<file path="config.mk">
export PLATFORM = sky130hd
export DESIGN_NAME = i2c_bitclk_div
export DESIGN_NICKNAME = d
export VERILOG_FILES = /design/src/rtl/i2c_bitclk_pkg.sv /design/src/rtl/i2c_bitclk_prescale.sv /design/src/rtl/i2c_bitclk_pow2.sv /design/src/rtl/i2c_bitclk_phase.sv /design/src/rtl/i2c_bitclk_div.sv
export SDC_FILE = /design/constraint.sdc
export NUM_CORES = 1
export LEC_CHECK = 0
export BUFFER_PORTS_ARGS = -buffer_cell sky130_fd_sc_hd__buf_4
export CAP_MARGIN = 10
export CORE_MARGIN = 4
export CORE_UTILIZATION = 45
export CTS_BUF_LIST = sky130_fd_sc_hd__clkbuf_16
export CTS_CLUSTER_SIZE = 30
export DETAILED_ROUTE_END_ITERATION = 6
export GPL_TIMING_DRIVEN = 0
export PLACE_DENSITY_LB_ADDON = 0.05
export SLEW_MARGIN = 20
export SYNTH_ARGS = -nofsm -noshare
export SYNTH_HDL_FRONTEND = slang
export SYNTH_HIERARCHICAL = 1
export SYNTH_SLANG_ARGS = --single-unit
</file>
<file path="constraint.sdc">
create_clock -name clk -period 8.4 [get_ports clk]
set_input_delay 1.26 -clock clk [delete_from_list [all_inputs] [get_ports clk]]
set_output_delay 1.26 -clock clk [all_outputs]
set_load 0.03 [all_outputs]
</file>
<file path="src/rtl/i2c_bitclk_pkg.sv">
package i2c_bitclk_pkg;

   // Default field widths of the divider setting
   localparam int unsigned DEF_N_BITS  = 3;
   localparam int unsigned DEF_M_BITS  = 4;
   localparam int unsigned DEF_PHASES  = 10;

   // Terminal count of the power-of-two stage for exponent n: 2^(n+1) - 1
   function automatic int unsigned pow2_last(input int unsigned n);
      return (32'd1 << (n + 1)) - 1;
   endfunction

   // Next value of a modulo counter
   function automatic int unsigned wrap_inc(input int unsigned v, input int unsigned modulus);
      return (v + 1 >= modulus) ? 0 : v + 1;
   endfunction

endpackage

</file>
<file path="src/rtl/i2c_bitclk_prescale.sv">
module i2c_bitclk_prescale #(
   parameter int unsigned M_BITS = 4
) (
   input  logic              clk,
   input  logic              rst_n,
   input  logic              en,
   input  logic              run,
   input  logic [M_BITS-1:0] m_val,
   output logic              pre_tick
);
   logic [M_BITS-1:0] cnt_q;
   logic              at_end;

   assign at_end   = (cnt_q == m_val);
   assign pre_tick = run && at_end;

   always_ff @(posedge clk or negedge rst_n) begin
      if (!rst_n)      cnt_q <= '0;
      else if (!en)    cnt_q <= '0;
      else if (run)    cnt_q <= at_end ? '0 : cnt_q + 1'b1;
   end

   // the linear count never passes the programmed factor
   a_r3_pre_in_range: assert property (@(posedge clk) disable iff (!rst_n)
      cnt_q <= m_val);

   // a held prescaler keeps its count
   a_r7_pre_frozen: assert property (@(posedge clk) disable iff (!rst_n)
      ($past(en) && !$past(run)) |-> $stable(cnt_q));
endmodule

</file>
<file path="src/rtl/i2c_bitclk_pow2.sv">
module i2c_bitclk_pow2 #(
   parameter int unsigned N_BITS = 3
) (
   input  logic              clk,
   input  logic              rst_n,
   input  logic              en,
   input  logic              pre_tick,
   input  logic [N_BITS-1:0] n_val,
   output logic              stage_tick
);
   import i2c_bitclk_pkg::*;

   localparam int unsigned N_MAX = (1 << N_BITS) - 1;
   localparam int unsigned CNT_W = N_MAX + 1;

   logic [CNT_W-1:0] cnt_q;
   logic [CNT_W-1:0] last;
   logic             at_end;

   assign last       = CNT_W'(pow2_last(32'(n_val)));
   assign at_end     = (cnt_q == last);
   assign stage_tick = pre_tick && at_end;

   always_ff @(posedge clk or negedge rst_n) begin
      if (!rst_n)        cnt_q <= '0;
      else if (!en)      cnt_q <= '0;
      else if (pre_tick) cnt_q <= at_end ? '0 : cnt_q + 1'b1;
   end

   // the exponential count stays below 2^(N+1)
   a_r3_pow_in_range: assert property (@(posedge clk) disable iff (!rst_n)
      cnt_q <= last);

   // the count only moves on a prescaler wrap
   a_r3_pow_steps: assert property (@(posedge clk) disable iff (!rst_n)
      ($past(en) && !$past(pre_tick)) |-> $stable(cnt_q));
endmodule

</file>
<file path="src/rtl/i2c_bitclk_phase.sv">
module i2c_bitclk_phase #(
   parameter int unsigned PHASES    = 10,
   parameter bit          IDLE_HIGH = 1'b1,
   localparam int unsigned PH_W     = $clog2(PHASES)
) (
   input  logic            clk,
   input  logic            rst_n,
   input  logic            en,
   input  logic            hold,
   input  logic            tick,
   output logic [PH_W-1:0] phase,
   output logic            last_phase,
   output logic            scl
);
   import i2c_bitclk_pkg::*;

   localparam int unsigned HIGH_FROM = PHASES / 2;

   logic [PH_W-1:0] ph_q;
   logic            scl_run;

   always_ff @(posedge clk or negedge rst_n) begin
      if (!rst_n)    ph_q <= '0;
      else if (!en)  ph_q <= '0;
      else if (tick) ph_q <= PH_W'(wrap_inc(32'(ph_q), PHASES));
   end

   assign phase      = ph_q;
   assign last_phase = (ph_q == PH_W'(PHASES - 1));
   assign scl_run    = (ph_q >= PH_W'(HIGH_FROM));

   generate
      if (IDLE_HIGH) begin : g_idle_hi
         assign scl = en ? scl_run : 1'b1;
      end else begin : g_idle_lo
         assign scl = en ? scl_run : 1'b0;
      end
   endgenerate

   // the index stays within the phase count
   a_r4_phase_range: assert property (@(posedge clk) disable iff (!rst_n)
      ph_q < PH_W'(PHASES));

   // a tick moves the index on by exactly one, modulo the phase count
   a_r4_phase_step: assert property (@(posedge clk) disable iff (!rst_n)
      ($past(en) && en && $past(tick)) |->
         (ph_q == (($past(ph_q) == PH_W'(PHASES - 1)) ? '0 : $past(ph_q) + 1'b1)));

   // the phase is frozen while held
   a_r7_phase_hold: assert property (@(posedge clk) disable iff (!rst_n)
      ($past(en) && en && $past(hold)) |-> $stable(ph_q));

   // disabling clears the phase
   a_r8_clear: assert property (@(posedge clk) disable iff (!rst_n)
      !$past(en) |-> (ph_q == '0));
endmodule

</file>
<file path="src/rtl/i2c_bitclk_div.sv">
module i2c_bitclk_div #(
   parameter int unsigned N_BITS    = i2c_bitclk_pkg::DEF_N_BITS,
   parameter int unsigned M_BITS    = i2c_bitclk_pkg::DEF_M_BITS,
   parameter int unsigned PHASES    = i2c_bitclk_pkg::DEF_PHASES,
   parameter bit          IDLE_HIGH = 1'b1,
   localparam int unsigned CFG_W    = N_BITS + M_BITS,
   localparam int unsigned PH_W     = $clog2(PHASES)
) (
   input  logic             clk,
   input  logic             rst_n,
   input  logic             enable,
   input  logic             hold,
   input  logic [CFG_W-1:0] div_cfg,
   output logic             phase_tick,
   output logic [PH_W-1:0]  phase,
   output logic             scl_out
);
   generate
      if (N_BITS < 1 || N_BITS > 4) begin : g_bad_n
         $error("N_BITS must be 1 to 4");
      end
      if (M_BITS < 1) begin : g_bad_m
         $error("M_BITS must be at least 1");
      end
      if (PHASES < 2 || (PHASES % 2) != 0) begin : g_bad_ph
         $error("PHASES must be even and at least 2");
      end
   endgenerate

   logic [CFG_W-1:0]  cfg_q;
   logic [N_BITS-1:0] n_val;
   logic [M_BITS-1:0] m_val;
   logic              run;
   logic              pre_tick;
   logic              stage_tick;
   logic              last_phase;
   logic              reload;

   assign run    = enable && !hold;
   assign n_val  = cfg_q[N_BITS-1:0];
   assign m_val  = cfg_q[CFG_W-1:N_BITS];
   assign reload = !enable || (stage_tick && last_phase);

   // Setting is taken while idle, or at the tick that closes a period
   always_ff @(posedge clk or negedge rst_n) begin
      if (!rst_n)      cfg_q <= '0;
      else if (reload) cfg_q <= div_cfg;
   end

   i2c_bitclk_prescale #(.M_BITS(M_BITS)) u_pre (
      .clk(clk), .rst_n(rst_n), .en(enable), .run(run),
      .m_val(m_val), .pre_tick(pre_tick));

   i2c_bitclk_pow2 #(.N_BITS(N_BITS)) u_pow (
      .clk(clk), .rst_n(rst_n), .en(enable), .pre_tick(pre_tick),
      .n_val(n_val), .stage_tick(stage_tick));

   i2c_bitclk_phase #(.PHASES(PHASES), .IDLE_HIGH(IDLE_HIGH)) u_ph (
      .clk(clk), .rst_n(rst_n), .en(enable), .hold(hold), .tick(stage_tick),
      .phase(phase), .last_phase(last_phase), .scl(scl_out));

   assign phase_tick = stage_tick;

   // the latched setting only moves at a period boundary while running
   a_r6_cfg_stable: assert property (@(posedge clk) disable iff (!rst_n)
      ($past(enable) && !($past(stage_tick) && $past(last_phase))) |-> $stable(cfg_q));

   // no tick is issued while held
   a_r7_no_tick: assert property (@(posedge clk) disable iff (!rst_n)
      hold |-> !phase_tick);

   // idle SCL level when disabled
   a_r8_idle_level: assert property (@(posedge clk) disable iff (!rst_n)
      !enable |-> (scl_out == IDLE_HIGH));
endmodule

</file>
==> summary.txt <==
GRT Util Overall: 15.31%
Worst Tran Pin Value: 0.5525 ns
share of final-layout standard cells stronger than drive strength 1: 21.11%
slack of the critical path: 3.842 ns
die area: 0.004413 mm2
share of synthesized area occupied by flip-flops and latches: 37.46%
Area growth, synth to finish: 16.78%
area occupied by registers: 575.6 um2
maxcap violations: 0
Unique masters post-synth: 44
vias in the first global route: 1226
effective utilization at floorplan: 48.73%
register clock-pin slew on the reported worst setup and hold paths: 0.06 ns
proportion of register bits with asynchronous set or reset after synthesis: 100.0%
number of cell rows: 20
startpoint of the worst hold path: cfg_q[0]$_DFFE_PN0P_
Post-Route Setup TNS: 0 ns
Static Leakage: 0.7929 nW
final worst-path cycle share: 54.26%
final max-slew violation count: 0
number of fillers in the final layout: 303
status: finished clean
core region area: 0.003153 mm2
endpoint of the worst hold path: cfg_q[0]$_DFFE_PN0P_
number of vias in the routed layout: 1262
RSZ-0062 raised after global routing: no
Setup violations, final: 0
CTS HTree Levels: 1
Register-to-Register Path Depth: 12
router iterations before antenna repair: 4
per-cell via count in the routed design: 5.634
wire per inst: 13.29 um
Routability Congestion: 0.8319
hold bufs inserted after CTS: 0
CTS Root Buffer Type: clkbuf_16
post-layout minimum cycle time: 4.558 ns
area used by multi-input combinational logic: 900.9 um2
peak ir drop on the vdd network: 0.07633 mV
Nets: 199
Syn Std Cell Area: 0.001536 mm2
Setup crit end kind: output port
antenna violations before repair: 0
sink count of the clock tree: 23
final number of hold-violating endpoints: 0
Post-Syn Nets: 178
setup bufs post-CTS: 0
ratio of total power to cell area: 145.5 mW/mm2
synthesized flop and latch total: 23
data arrival time of the critical path: 3.30 ns
FF-to-FF End: u_ph/phase[3]$_DFFE_PN0P_
relative slew slack: 63.16%
DR DRC count: 0
number of CTS-inserted buffers: 3
Hold Crit Class: reg -> reg
WS Path Type: reg -> out
half-perimeter wire length after detailed placement: 2157 um
input/output buffers: 16
DRC marker count from the first detailed-route iteration: 50
die extent in x: 66.43 um
Clock Tree Buf Depth: 2
largest net degree at the start of global routing: 24
remaining antenna violation count: 0
antenna diode count: 0
clk_lat worst skew: 0.25 ns
EDFF count, synth: 0
Post-Place Setup Slack: 3.941 ns
worst r2r src: cfg_q[1]$_DFFE_PN0P_
number of I/O pins: 17
worst reg2reg setup slack: 4.93 ns
maximum clock skew at final layout: 0.003171 ns
Routed WL: 2976 um
global-route wire length before repair: 5319 um
post-synthesis average cell area: 9.603 um2
hold depth: 1
Chip Height: 66.43 um
Max FO, Critical Path: 10
Required @ worst endpoint: 7.14 ns
type of element launching the critical path: flip-flop
gate count of the mapped netlist: 160
CTS-repair resized insts: 0
global route total overflow: 0
most common flop cell mapped by yosys: dfrtp_1
Peak Freq: 0.2194 GHz
number of synthesis warnings: 6
CTS tree: done
-- layout make-up --
class / instances / share of cell area (%)
multi-input combinational: 124 / 50.21
sequential: 23 / 32.08
timing repair buffer: 16 / 6.695
clock buffer: 3 / 4.184
tap: 44 / 3.068
buffer: 9 / 2.510
inverter: 4 / 0.8368
clock inverter: 1 / 0.4184
-- critical path: stages, from the launching register on --
cell and delay [ns]:
dfrtp_1 0.39, buf_2 0.18, or3_1 0.38, ha_1 0.27, nand4b_1 0.22, a311oi_2 0.25
a31oi_1 0.10, a2111oi_4 0.61, and2_1 0.41, buf_4 0.23
-- synth_stat cells, drive strengths merged, types with 2 or more instances --
cell / count / share of area [%]
a21oi: 5 / 1.6
ha: 7 / 5.7
xnor2: 3 / 1.7
xor2: 8 / 4.6
a21o: 3 / 1.5
nand3b: 4 / 2.0
nor3: 3 / 0.98
dfrtp: 23 / 37
a211oi: 6 / 2.9
and3: 4 / 1.6
nand2: 9 / 2.2
nand3: 16 / 5.2
mux2i: 2 / 1.3
nor2: 3 / 0.73
a31oi: 3 / 1.2
mux2: 7 / 5.1
o22ai: 3 / 1.2
and2: 3 / 1.2
nor3b: 2 / 0.98
o21ai: 14 / 4.6
inv: 4 / 0.98
nor2b: 2 / 0.81
buf: 4 / 1.6
a21boi: 2 / 1.7
clkbuf: 5 / 1.3
-- report_power, final --
group / leakage [nW] / total (mW) / switching [mW] / internal (mW)
clock network: 0.0371 / 0.103 / 0.0383 / 0.0644
logic: 0.452 / 0.0398 / 0.0211 / 0.0186
registers: 0.304 / 0.119 / 0.00328 / 0.115
total: 0.793 / 0.261 / 0.0627 / 0.198
-- metal layers --
| metal | GRT usage [%] | vias to the layer above | routed length, um |
|---|---|---|---|
| met5 | 0 | - | 0 |
| met4 | 4.569 | 0 | 19 |
| met3 | 2.721 | 2 | 88 |
| met2 | 26.15 | 23 | 1509 |
| met1 | 19.54 | 608 | 1359 |
| li1 | - | 629 | - |
-- registers in the layout, summed over array words and instances, names as in the netlist --
register     flops
u_ph/phase       4
u_pre/cnt_q      4
cfg_q            7
u_pow/cnt_q      8
-- how the worst max path moves through the flow --
stage | startpoint | to | slack [ns] | cells past startpoint
after floorplan | cfg_q[1]$_DFFE_PN0P_ | phase_tick | 4.47 | 8
after global placement | enable | phase_tick | 3.94 | 7
after detailed placement | enable | phase_tick | 3.94 | 7
after CTS | cfg_q[1]$_DFFE_PN0P_ | phase_tick | 3.84 | 9
after global routing | cfg_q[1]$_DFFE_PN0P_ | phase_tick | 3.65 | 9
final | cfg_q[1]$_DFFE_PN0P_ | phase_tick | 3.84 | 9
-- per-stage QoR --
stage / hold slack [ns] / util, % / power, mW / cells / instance area, um2
2_1_floorplan: 0.4807 / - / 0.1480 / 160 / 1536
4_1_cts: 0.5088 / 56.90 / 0.2664 / 224 / 1794
5_1_grt: 0.5222 / 56.90 / 0.2761 / 224 / 1794
3_3_place_gp: 0.4921 / 54.29 / 0.1598 / 220 / 1712
3_5_place_dp: 0.4943 / 54.29 / 0.1609 / 220 / 1712
6_report: 0.5041 / 56.90 / 0.2611 / 224 / 1794
-- kinds of logic after synthesis --
family	Yosys count	share of synthesized area (%)
and+or+nand+nor	52	19.14
DFF	23	37.46
buffers and inverters	13	3.908
adders and majority gates	7	5.700
AOI/OAI and AO/OA	44	20.85
muxes	9	6.434
xor gates and xnor gates	11	6.271
other	1	0.2441
-- placed cells by master (no fill, tap or decap), types with 3 or more instances in the layout --
| cell type | count |
|---|---|
| a21oi_1 | 5 |
| dfrtp_1 | 23 |
| a21o_1 | 3 |
| nor2_1 | 3 |
| and3_1 | 4 |
| nand2_1 | 9 |
| a211oi_1 | 6 |
| xnor2_1 | 3 |
| nor3_1 | 3 |
| o21ai_0 | 14 |
| clkbuf_1 | 4 |
| nand3b_1 | 4 |
| nand3_1 | 16 |
| buf_4 | 18 |
| o22ai_1 | 3 |
| mux2_2 | 7 |
| xor2_1 | 8 |
| ha_1 | 7 |
| clkbuf_16 | 3 |
| a31oi_1 | 3 |
| and2_1 | 3 |
Power figures use the tool's default switching activity.
